--- src/rtl/wc_pkg.sv ---
package wc_pkg;
  function automatic int unsigned sel_width(input int unsigned n);
    return (n > 1) ? $clog2(n) : 1;
  endfunction
endpackage

--- src/rtl/wc_rr_dealer.sv ---
module wc_rr_dealer #(
  parameter int unsigned N_LANES = 4,
  parameter int unsigned SEL_W   = wc_pkg::sel_width(N_LANES)
) (
  input  logic               clk_i,
  input  logic               rst_ni,
  input  logic               in_valid_i,
  output logic               in_ready_o,
  output logic [N_LANES-1:0] lane_valid_o,
  input  logic [N_LANES-1:0] lane_ready_i,
  output logic [SEL_W-1:0]   sel_o
);
  localparam logic [SEL_W-1:0] LAST = SEL_W'(N_LANES - 1);

  logic [SEL_W-1:0] sel_q;
  logic             fire;

  assign in_ready_o = lane_ready_i[sel_q];
  assign fire       = in_valid_i & in_ready_o;
  assign sel_o      = sel_q;

  for (genvar g = 0; g < N_LANES; g++) begin : g_valid
    assign lane_valid_o[g] = in_valid_i & (sel_q == SEL_W'(g));
  end

  always_ff @(posedge clk_i or negedge rst_ni) begin
    if (!rst_ni)              sel_q <= '0;
    else if (fire) begin
      if (sel_q == LAST)      sel_q <= '0;
      else                    sel_q <= sel_q + 1'b1;
    end
  end
endmodule

--- src/rtl/wc_period_timer.sv ---
module wc_period_timer #(
  parameter int unsigned PERIOD = 8,
  parameter int unsigned CW     = (PERIOD > 1) ? $clog2(PERIOD) : 1
) (
  input  logic clk_i,
  input  logic rst_ni,
  input  logic restart_i,
  output logic tick_o
);
  localparam logic [CW-1:0] LAST = CW'(PERIOD - 1);

  logic [CW-1:0] cnt_q;

  assign tick_o = (cnt_q == LAST);

  always_ff @(posedge clk_i or negedge rst_ni) begin
    if (!rst_ni)              cnt_q <= '0;
    else if (restart_i || tick_o) cnt_q <= '0;
    else                      cnt_q <= cnt_q + 1'b1;
  end
endmodule

--- src/rtl/wc_sat_reducer.sv ---
module wc_sat_reducer #(
  parameter int unsigned N_LANES = 4,
  parameter int unsigned CNT_W   = 32,
  parameter int unsigned SUM_W   = CNT_W + wc_pkg::sel_width(N_LANES) + 1
) (
  input  logic                     clk_i,
  input  logic                     rst_ni,
  input  logic                     tick_i,
  input  logic                     clr_i,
  input  logic [N_LANES*CNT_W-1:0] lane_cnt_i,
  output logic [CNT_W-1:0]         total_o
);
  localparam logic [SUM_W-1:0] MAX_W = SUM_W'({CNT_W{1'b1}});

  logic [SUM_W-1:0] sum;
  logic [CNT_W-1:0] sat_sum;
  logic [CNT_W-1:0] total_q;

  always_comb begin
    sum = '0;
    for (int i = 0; i < N_LANES; i++)
      sum = sum + SUM_W'(lane_cnt_i[i*CNT_W +: CNT_W]);
  end

  assign sat_sum = (sum > MAX_W) ? {CNT_W{1'b1}} : sum[CNT_W-1:0];
  assign total_o = total_q;

  always_ff @(posedge clk_i or negedge rst_ni) begin
    if (!rst_ni)     total_q <= '0;
    else if (clr_i)  total_q <= '0;
    else if (tick_i) total_q <= sat_sum;
  end
endmodule

--- src/rtl/wc_sched_reduce.sv ---
module wc_sched_reduce #(
  parameter int unsigned DATA_W     = 256,
  parameter int unsigned N_LANES    = 4,
  parameter int unsigned CNT_W      = 32,
  parameter int unsigned RED_PERIOD = 8,
  parameter int unsigned ADDR_W     = 2
) (
  input  logic                     clk_i,
  input  logic                     rst_ni,
  input  logic [DATA_W-1:0]        in_data_i,
  input  logic                     in_valid_i,
  output logic                     in_ready_o,
  output logic [DATA_W-1:0]        lane_data_o,
  output logic [N_LANES-1:0]       lane_valid_o,
  input  logic [N_LANES-1:0]       lane_ready_i,
  input  logic [N_LANES*CNT_W-1:0] lane_cnt_i,
  output logic                     lane_clr_o,
  input  logic [ADDR_W-1:0]        reg_addr_i,
  input  logic                     reg_wr_i,
  input  logic [CNT_W-1:0]         reg_wdata_i,
  output logic [CNT_W-1:0]         reg_rdata_o
);
  localparam int unsigned SEL_W = wc_pkg::sel_width(N_LANES);
  localparam logic [ADDR_W-1:0] A_TOTAL = ADDR_W'(0);
  localparam logic [ADDR_W-1:0] A_CLEAR = ADDR_W'(1);

  logic [SEL_W-1:0] sel_q;
  logic             tick;
  logic             clr_req;
  logic             clr_q;
  logic [CNT_W-1:0] total_q;

  assign lane_data_o = in_data_i;
  assign clr_req     = reg_wr_i && (reg_addr_i == A_CLEAR) && (reg_wdata_i != '0);
  assign reg_rdata_o = (reg_addr_i == A_TOTAL) ? total_q : '0;
  assign lane_clr_o  = clr_q;

  wc_rr_dealer #(.N_LANES(N_LANES), .SEL_W(SEL_W)) u_dealer (
    .clk_i(clk_i), .rst_ni(rst_ni), .in_valid_i(in_valid_i), .in_ready_o(in_ready_o),
    .lane_valid_o(lane_valid_o), .lane_ready_i(lane_ready_i), .sel_o(sel_q)
  );

  wc_period_timer #(.PERIOD(RED_PERIOD)) u_timer (
    .clk_i(clk_i), .rst_ni(rst_ni), .restart_i(clr_req), .tick_o(tick)
  );

  wc_sat_reducer #(.N_LANES(N_LANES), .CNT_W(CNT_W)) u_reduce (
    .clk_i(clk_i), .rst_ni(rst_ni), .tick_i(tick), .clr_i(clr_req),
    .lane_cnt_i(lane_cnt_i), .total_o(total_q)
  );

  always_ff @(posedge clk_i or negedge rst_ni) begin
    if (!rst_ni) clr_q <= 1'b0;
    else         clr_q <= clr_req;
  end
endmodule

--- config.mk ---
export PLATFORM = sky130hd
export DESIGN_NAME = wc_sched_reduce
export DESIGN_NICKNAME = d
export VERILOG_FILES = /design/src/rtl/wc_pkg.sv /design/src/rtl/wc_rr_dealer.sv /design/src/rtl/wc_period_timer.sv /design/src/rtl/wc_sat_reducer.sv /design/src/rtl/wc_sched_reduce.sv
export SDC_FILE = /design/constraint.sdc
export NUM_CORES = 1
export LEC_CHECK = 0
export BUFFER_PORTS_ARGS = -buffer_cell sky130_fd_sc_hd__buf_4
export CORE_AREA = 2 2 284 286
export CTS_BUF_LIST = sky130_fd_sc_hd__clkbuf_4
export CTS_CLUSTER_DIAMETER = 30
export CTS_CLUSTER_SIZE = 8
export DETAILED_ROUTE_END_ITERATION = 8
export DIE_AREA = 0 0 286 288
export HOLD_SLACK_MARGIN = 0.02
export RECOVER_POWER = 100
export SYNTH_ARGS = -nofsm -noshare
export SYNTH_HDL_FRONTEND = slang
export SYNTH_SLANG_ARGS = --single-unit
--- constraint.sdc ---
create_clock -name clk_i -period 4.63 [get_ports clk_i]
set_clock_uncertainty 0.15 [all_clocks]
set_input_delay 0.2315 -clock clk_i [delete_from_list [all_inputs] [get_ports clk_i]]
set_output_delay 0.2315 -clock clk_i [all_outputs]
set_load 0.02 [all_outputs]
Word-level counts from Yosys, hierarchy flattened
Cells that the tools add are included.

Add/subtract/negate cells: 5. Magnitude comparators: 2. Eq/ne operators: 5. Multiplexer cells: 8. Bitwise logic cells: 5. Reduce and logical (&&, ||, !) cells: 7.

Operators with widths (count): 32-bit 2-to-1 mux (4); 35-bit by 32-bit adder with 35-bit output (2); 35-bit by 32-bit greater-than comparator with 1-bit output (second input constant) (1); 32-bit by 32-bit adder with 33-bit output (1); 32-bit nonzero test (1); 1-bit AND (5); 2-bit by 1-bit equality test with 1-bit output (second input constant) (2); 2-bit equality test (second input constant) (2); 2-bit zero test (2); 3-bit by 1-bit adder with 3-bit output (second input constant) (1); 3-bit equality test (second input constant) (1); 2-bit by 3-bit < comparator with 1-bit output (second input constant) (1); 3-bit 2-to-1 mux (1); 2-bit by 1-bit adder with 2-bit output (second input constant) (1); 1-bit binary-select mux with 2-bit select (1); 1-bit logical AND (2); 2-bit 2-to-1 mux (1); 2-bit nonzero test (1); 1-bit logical OR (1); 1-bit 2-to-1 mux (1).

Flip-flop bits (word level): 38. Input port bits: 426. Logic and storage cells: 36.

Longest topological paths before layout
Gate-level depths: netlist of the first run.

Word-level depth: 7. Mapped depth: 25.

By module
Synthesis of the first run repeated with hierarchy kept, for this count alone.

Cells, all modules: 945. Area total of the unflattened synthesis: 7677.4 µm².

Modules (own cells, without submodules): wc_sat_reducer (instances 1, cells an instance 606, area an instance 5054.8 µm²); wc_sched_reduce (instances 1, cells an instance 306, area an instance 2268.4 µm²); wc_rr_dealer (instances 1, cells an instance 25, area an instance 234.0 µm²); wc_period_timer (instances 1, cells an instance 8, area an instance 120.1 µm²).

Least setup slack after synthesis of the first run
Ideal clock, no wire load.

Path kind: input to register. From: in lane_cnt_i[0]. To: reg u_reduce.total_q[1], in the netlist u_reduce.total_o[1]. Setup time: 0.123 ns. Arrival: 4.909 ns. Data required time: 4.357 ns. Slack: -0.552 ns. Stages: 21. Buffers on the path: 0. Path through: ha_1 > inv_1 > fa_1 > nand2b_1 > a211o_1 > a21oi_1 > nor2_1 > o31ai_2 > a41oi_1 > a2111o_1 > o211a_1 > fa_1 > inv_1 > ha_1 > a21o_1 > a21oi_1 > or3_1 > o21ai_0 > a2111o_1 > or3_1 > o221a_1.

Word-level cells in the longest chain between the ends: 7.

Ends and longest elaborated chain: start, declared (line wc_sched_reduce.sv:16) `input logic [N_LANES*CNT_W-1:0] lane_cnt_i,`; 32-bit by 32-bit adder with 33-bit output * (line wc_sat_reducer.sv:22) `sum = sum + SUM_W'(lane_cnt_i[i*CNT_W +: CNT_W]);`; 35-bit by 32-bit adder with 35-bit output * (2 in a row) (line wc_sat_reducer.sv:22); 35-bit by 32-bit greater-than comparator with 1-bit output (line wc_sat_reducer.sv:25) `assign sat_sum = (sum > MAX_W) ? {CNT_W{1'b1}} : sum[CNT_W-1:0];`; 32-bit 2-to-1 mux * (line wc_sat_reducer.sv:25); 32-bit 2-to-1 mux * (line wc_sat_reducer.sv:31) `else if (tick_i) total_q <= sat_sum;`; 32-bit 2-to-1 mux * (line wc_sat_reducer.sv:30) `else if (clr_i) total_q <= '0;`; end signal, assigned (line wc_sat_reducer.sv:31); end, declared (line wc_sat_reducer.sv:17) `logic [CNT_W-1:0] total_q;`.

Every way passes the cells marked *; elsewhere a longest branch is shown, timed or not. The select of a mux whose other input is x is not followed. A chain may end at the register's enable or synchronous reset.

Worst setup path in the final report of the first run
From: in lane_cnt_i[32]. To: reg u_reduce.total_q[2], in the netlist u_reduce.total_o[2].

Same word-level chain as after synthesis.

==> impl_metrics.json, run 1 <==
{
  "synthCells": 1066,
  "pwr-share-clk": 0.077,
  "placed_cell_area_mm2": 0.0105,
  "synth_edf_count": 0,
  "io_buffers": 207,
  "r2r_setup_slack_ns": 2.57,
  "crit_family": "compound AO/OA/AOI/OAI gates",
  "critPathLaunch": "lane_cnt_i[32]",
  "drive_gt1_frac": 0.402,
  "avgSynthCellArea_um2": 7.67,
  "final_cells": 2252,
  "slowest_stage": "fa_1",
  "yosys-top-cells-count": "buf_4, inv_1, a21oi_1",
  "required_ns": 4.75,
  "reg2reg_to": "u_reduce.total_o[2]$_DFFE_PN0N_",
  "drc_errors": 0,
  "finalCritPeriodShare": 1.02,
  "worstMarginPinSlew_ns": 2.33,
  "worst_setup_path_end_kind": "register",
  "syn_to_final_growth_pct": 33.8,
  "clock_latency_ns": 0.37,
  "fp-row-count": 104,
  "die_y_um": 288,
  "crit_type": "in2reg",
  "clock_path_buffers": 2,
  "placeableCoreArea_mm2": 0.0796,
  "routed_via_density": 3.32,
  "cts_max_level": 2,
  "r2r_cells": 6,
  "cts-root-buf": "clkbuf_4",
  "hold_path_depth": 4,
  "grt_use_total": 0.0865,
  "cts_tree": "done",
  "grt_overflow": 0,
  "yosysTopAreaCell": "buf_4",
  "rsz0062_at_grt": "yes",
  "finalPower_mw": 4.05,
  "worstReg2RegStart": "u_timer.cnt_q[0]$_DFF_PN0_",
  "powerDensity_mw_per_mm2": 371,
  "die-area_mm2": 0.0824,
  "syn_area_mm2": 0.00817,
  "p_comb_frac": 0.789,
  "sw_frac_of_total": 0.458,
  "antenna_found_initial": 28,
  "slew_violations": 72,
  "grt_max_degree": 39,
  "seq_area_frac_synth": 0.116,
  "grt_pass1_vias": 7764,
  "startpoint_type": "input port",
  "p_leak_nw": 5.15,
  "worstHoldStart": "lane_cnt_i[96]",
  "syn_nets": 1596,
  "num-nets-final": 1712,
  "drt_iter0_drc": 181,
  "vias": 7468,
  "nFillCells": 9199,
  "synthArstFlopShare": 1.00,
  "wl_per_cell_um": 16.7,
  "worst-path-buf-inv": 3,
  "fmax_mhz": 211,
  "max_cap_violations": 2,
  "worst_slack_ns": -0.112,
  "synth.distinct_cells": 67,
  "drtAntennaViolNets": 0,
  "hold_class": "in2reg",
  "max-vdd-ir-drop_uv": 115,
  "synth_top_area_frac": 0.236,
  "clkSlewWorstSetupHoldPaths_ns": 0.16,
  "min_to": "u_reduce.total_o[0]$_DFFE_PN0N_",
  "grt_pass1_wl_um": 51500,
  "initial_core_util": 0.103,
  "critPathMaxStageDelay_ns": 0.52,
  "crit_fanout": 4,
  "switching_power_mw": 1.86,
  "cts_buffers": 5,
  "fin_util": 0.137,
  "drt-total-wl_um": 37600,
  "period_needed_ns": 4.74,
  "ioPinCount": 720,
  "synthTopCellsByArea": "buf_4, dfrtp_1, ha_1",
  "hpwlAfterDp_um": 32900,
  "p_int_mw": 2.20,
  "yosysWarnings": 0,
  "cts_sinks": 38,
  "cp_cell_sequence": "buf_8 > ha_4 > inv_2 > fa_2 > nand2b_4 > a211o_1 > a21oi_2 > nor2_4 > o31ai_4 > a41oi_4 > a2111o_1 > o211a_1 > fa_1 > inv_2 > ha_4 > a21o_1 > a21oi_2 > or3_1 > o21ai_1 > a2111o_1 > or3_4 > o221a_1",
  "relSlewSlack": -0.552,
  "die_w_um": 286,
  "status": "finished with violations",
  "yosysMostFrequentCell": "buf_4",
  "violations": "max-capacitance violations, max-slew violations, negative setup slack",
  "setup_viol": 25,
  "ys_seq_elements": 38,
  "arrival_ns": 4.87,
  "final_area_mm2": 0.0109,
  "seqPwrFrac": 0.133,
  "globalplace.congestion": 0.817,
  "synth_ff_type": "dfrtp_1",
  "dp.cells": 2218,
  "finalHoldViolations": 0,
  "drtPass1Iterations": 4
}
==> layout make-up <==
cell class / count / area (um2) / share of cell area
Clock inverter: 3 / 68.8 / 0.00629
Sequential cell: 38 / 951 / 0.0869
Antenna cell: 9 / 22.5 / 0.00206
Clock buffer: 5 / 37.5 / 0.00343
Inverter: 150 / 563 / 0.0515
Timing Repair Buffer: 387 / 2900 / 0.266
Tap cell: 1060 / 1330 / 0.121
Multi-Input combinational cell: 600 / 5060 / 0.463
==> registers in the layout, indices dropped and copies added (netlist names) <==
name / cells
u_reduce.total_o: 32
u_timer.cnt_q: 3
u_dealer.sel_o: 2
lane_clr_o: 1
==> cells by family after synthesis <==
family          after synthesis  synth area share
buf+inv                     428             0.317
compound gates              248             0.190
simple gates                194             0.127
fa+ha+maj                   104             0.190
xor+xnor                     52            0.0557
flops                        38             0.116
mux                           2           0.00413
==> metrics by stage <==
| step | hold slack [ns] | setup WS (ns) | TNS (ns) |
|---|---|---|---|
| detailed placement | 0.110 | -0.742 | -19.12 |
| floorplan | -0.214 | -0.208 | -4.50 |
| finish | 0.192 | -0.112 | -1.37 |
| global placement | 0.109 | -0.685 | -18.62 |
| CTS | 0.185 | -0.216 | -4.51 |
| global route | 0.221 | -0.295 | -7.47 |
==> what timing repair did <==
item	CTS	global route
buffers inserted	9	6
hold buffers	2	0
cloned	0	0
pin swaps	19	19
setup endpoints to repair	32	32
endpoints found under the hold margin	39	0
resized for setup	17	41
==> cells in the final DEF (no fill, tap or decap), types with 28 or more instances in the layout <==
cell | Yosys | layout
a21oi_1 | 93 | 45
a21oi_2 | 1 | 46
and2_0 | 0 | 28
buf_4 | 257 | 369
dfrtp_1 | 38 | 38
fa_1 | 34 | 32
ha_1 | 70 | 63
inv_1 | 150 | 146
nand2_1 | 43 | 43
o21ai_0 | 57 | 53
==> power groups by stage <==
| stage | Combinational, mW | Clock (mW) | Sequential [mW] |
|---|---|---|---|
| finish | 3.20 | 0.313 | 0.541 |
| global route | 3.59 | 0.338 | 0.562 |
| CTS | 3.16 | 0.331 | 0.541 |
| detailed placement | 3.08 | 0 | 0.549 |
| global placement | 3.06 | 0 | 0.544 |
| floorplan | 2.05 | 0 | 0.522 |
==> metal layers <==
metal  GRT usage  wire [um]  part of all wire
met3      0.0758       6890              0.18
met2       0.128      15600              0.42
met5      0.0209        507             0.013
met4      0.0323       1400             0.037
met1      0.0854      13100              0.35
==> worst max path at each step <==
| stage | end | slack [ns] | depth (start not counted) |
|---|---|---|---|
| 2_1_floorplan | u_reduce.total_o[1]$_DFFE_PN0N_ | -0.21 | 22 |
| 3_3_place_gp | u_reduce.total_o[31]$_DFFE_PN0N_ | -0.68 | 23 |
| 3_5_place_dp | u_reduce.total_o[31]$_DFFE_PN0N_ | -0.74 | 26 |
| 4_1_cts | u_reduce.total_o[2]$_DFFE_PN0N_ | -0.22 | 22 |
| 5_1_grt | u_reduce.total_o[2]$_DFFE_PN0N_ | -0.30 | 24 |
| 6_report | u_reduce.total_o[2]$_DFFE_PN0N_ | -0.11 | 22 |
==> worst register-to-register path: cells and delay by family, from the launching register on <==
family                   cells  cell delay (ns)
AO/OA/AOI/OAI                2             0.68
adder cells (fa/ha/maj)      2             0.31
flip-flops                   1             0.39
AND/OR/NAND/NOR              1             0.36
buffers and inverters        1             0.08
Note: power is estimated with default switching activity, not from simulation.
==> inputs of run 2 (changes only) <==
Settings changed: CAP_MARGIN set to 20, SETUP_SLACK_MARGIN set to 0.5.
==> run 2 against run 1 <==
  * The run still ends with max-capacitance violations, max-slew violations, negative setup slack left
  * Critical path depth is 2 higher
  * Final area decreased by 1.3%
  * First-iteration DRC count is 0.55% higher
  * Via count shrank 1.8%
  * Critical endpoint unchanged
==> impl_metrics.json, run 2 (same netlist as run 1, synthesis figures left out) <==
{
  "num-nets-final": 1708,
  "p_leak_nw": 5.07,
  "use_met1": 0.0864,
  "violations": "max-capacitance violations, max-slew violations, negative setup slack",
  "grt_use_total": 0.0881,
  "setup_viol": 31,
  "io_buffers": 207,
  "rsz0062_at_grt": "yes",
  "worst_slack_ns": -0.228,
  "final_common_cell": "buf_4",
  "final_cell_mix": "buf_4, inv_1, ha_1",
  "finalHoldViolations": 0,
  "fmax_mhz": 206,
  "preCtsSetupSlack_ns": -1.02,
  "clock_path_buffers": 2,
  "worst_setup_path_end_kind": "register",
  "die_y_um": 288,
  "finalCritPeriodShare": 1.05,
  "ioPinCount": 720,
  "finalPower_mw": 3.95,
  "drtAntennaViolNets": 0,
  "period_needed_ns": 4.86,
  "drc_errors": 0,
  "worst-path-buf-inv": 4,
  "hold_class": "in2reg",
  "max-vdd-ir-drop_uv": 130,
  "hpwlAfterDp_um": 34100,
  "drive_gt1_frac": 0.366,
  "globalplace.congestion": 0.799,
  "cp_cell_sequence": "buf_8 > ha_4 > inv_4 > fa_2 > nand2b_4 > a211o_1 > a21oi_2 > nor2_4 > o31ai_4 > buf_4 > a21o_1 > a21oi_2 > xor2_1 > fa_2 > inv_2 > ha_4 > a21o_1 > a21o_1 > a21oi_2 > o31ai_1 > a21o_1 > a2111o_1 > or3_4 > o221a_1",
  "grt_max_degree": 39,
  "cts_max_level": 2,
  "powerDensity_mw_per_mm2": 366,
  "fp-row-count": 104,
  "final_area_mm2": 0.0108,
  "max_cap_violations": 1,
  "grt_overflow": 0,
  "startpoint_type": "input port",
  "fin_tns_setup_ns": -5.13,
  "relSlewSlack": -0.474,
  "drt-total-wl_um": 38200,
  "slowest_stage": "fa_2",
  "grtUsageMet3": 0.0712,
  "placed_cell_area_mm2": 0.0104,
  "crit_type": "in2reg",
  "grt_pass1_wl_um": 51800,
  "die_w_um": 286,
  "cts-root-buf": "clkbuf_4",
  "antenna_found_initial": 25,
  "clkSlewWorstSetupHoldPaths_ns": 0.14,
  "crit_fanout": 3,
  "largest_reg_flops": 32,
  "slew_violations": 39,
  "wl_per_cell_um": 17.0,
  "die-area_mm2": 0.0824,
  "routed_via_density": 3.27,
  "cts_buffers": 5,
  "clock_latency_ns": 0.37,
  "drtPass1Iterations": 4,
  "grt.busiest_layer": "met2",
  "cts_sinks": 38,
  "cpMostUsedCell": "a21o_1",
  "placeableCoreArea_mm2": 0.0796,
  "syn_to_final_growth_pct": 32.1,
  "drt_iter0_drc": 182,
  "crit_family": "compound AO/OA/AOI/OAI gates",
  "gr-usage-met2": 0.135,
  "vias": 7332,
  "initial_core_util": 0.103,
  "arrival_ns": 4.98,
  "grt_pass1_vias": 7746,
  "required_ns": 4.75,
  "cts_tree": "done",
  "r2r_setup_slack_ns": 2.55,
  "critPathMaxStageDelay_ns": 0.55,
  "worstMarginPinSlew_ns": 2.21,
  "status": "finished with violations"
}
## run 2: cell count changes in the layout (fill, tap and decap cells not counted), sizes merged
cell         change
buf             -32
clkbuf          +29
diode            -4
dlygate4sd3      -1
## run 2: power breakdown
| group | switching, mW | total (mW) | internal [mW] |
|---|---|---|---|
| sequential | 0.0733 | 0.542 | 0.469 |
| combinational | 1.62 | 3.11 | 1.49 |
| clock | 0.133 | 0.302 | 0.169 |
| total | 1.82 | 3.95 | 2.12 |
## run 2: through the flow
step,instances,util,hold WS [ns]
global placement,2212,0.131,0.101
global route,2242,0.135,0.0794
detailed placement,2212,0.131,0.101
floorplan,1066,-,-0.214
finish,2244,0.136,0.0685
CTS,2233,0.136,0.0373
## run 2: worst paths after layout
kind	start	endpoint	cells past startpoint
min in group asynchronous	rst_ni	u_dealer.sel_o[0]$_DFFE_PN0P_	2
hold reg to reg	u_timer.cnt_q[0]$_DFF_PN0_	u_timer.cnt_q[0]$_DFF_PN0_	1
setup reg to reg	u_timer.cnt_q[0]$_DFF_PN0_	u_reduce.total_o[2]$_DFFE_PN0N_	6
setup / recovery	lane_cnt_i[0]	u_reduce.total_o[2]$_DFFE_PN0N_	24
hold / removal	in_valid_i	u_dealer.sel_o[0]$_DFFE_PN0P_	3
max in group asynchronous	rst_ni	u_reduce.total_o[3]$_DFFE_PN0N_	2
## run 2: repair_timing
action,CTS,global route
setup endpoints to repair,32,32
hold endpoints to repair,38,0
pin swaps,7,15
cloned,1,0
hold buffers,1,0
gates resized for setup,23,22
buffers inserted,11,5
## run 2: routing by layer
layer,up-vias,share of wire
li1,3503,-
met1,3229,0.35
met2,412,0.43
met3,142,0.17
met4,46,0.041
met5,-,0.010
## run 2: cell type report
cell class / instances / area, um2
fillers: 9232 / 68800
well taps: 1060 / 1330
multi-input cells: 600 / 5000
clock buffers: 5 / 37.5
flip-flops and latches: 38 / 951
diodes: 5 / 12.5
inverters: 150 / 566
repair buffers: 383 / 2830
clock inverters: 3 / 68.8
## run 2: worst register-to-register path, delay by kind of cell (launching register included)
kind            cells  cell delay [ns]
compound gates      2             0.67
fa+ha+maj           2             0.30
buf+inv             1             0.07
flops               1             0.39
simple gates        1             0.40
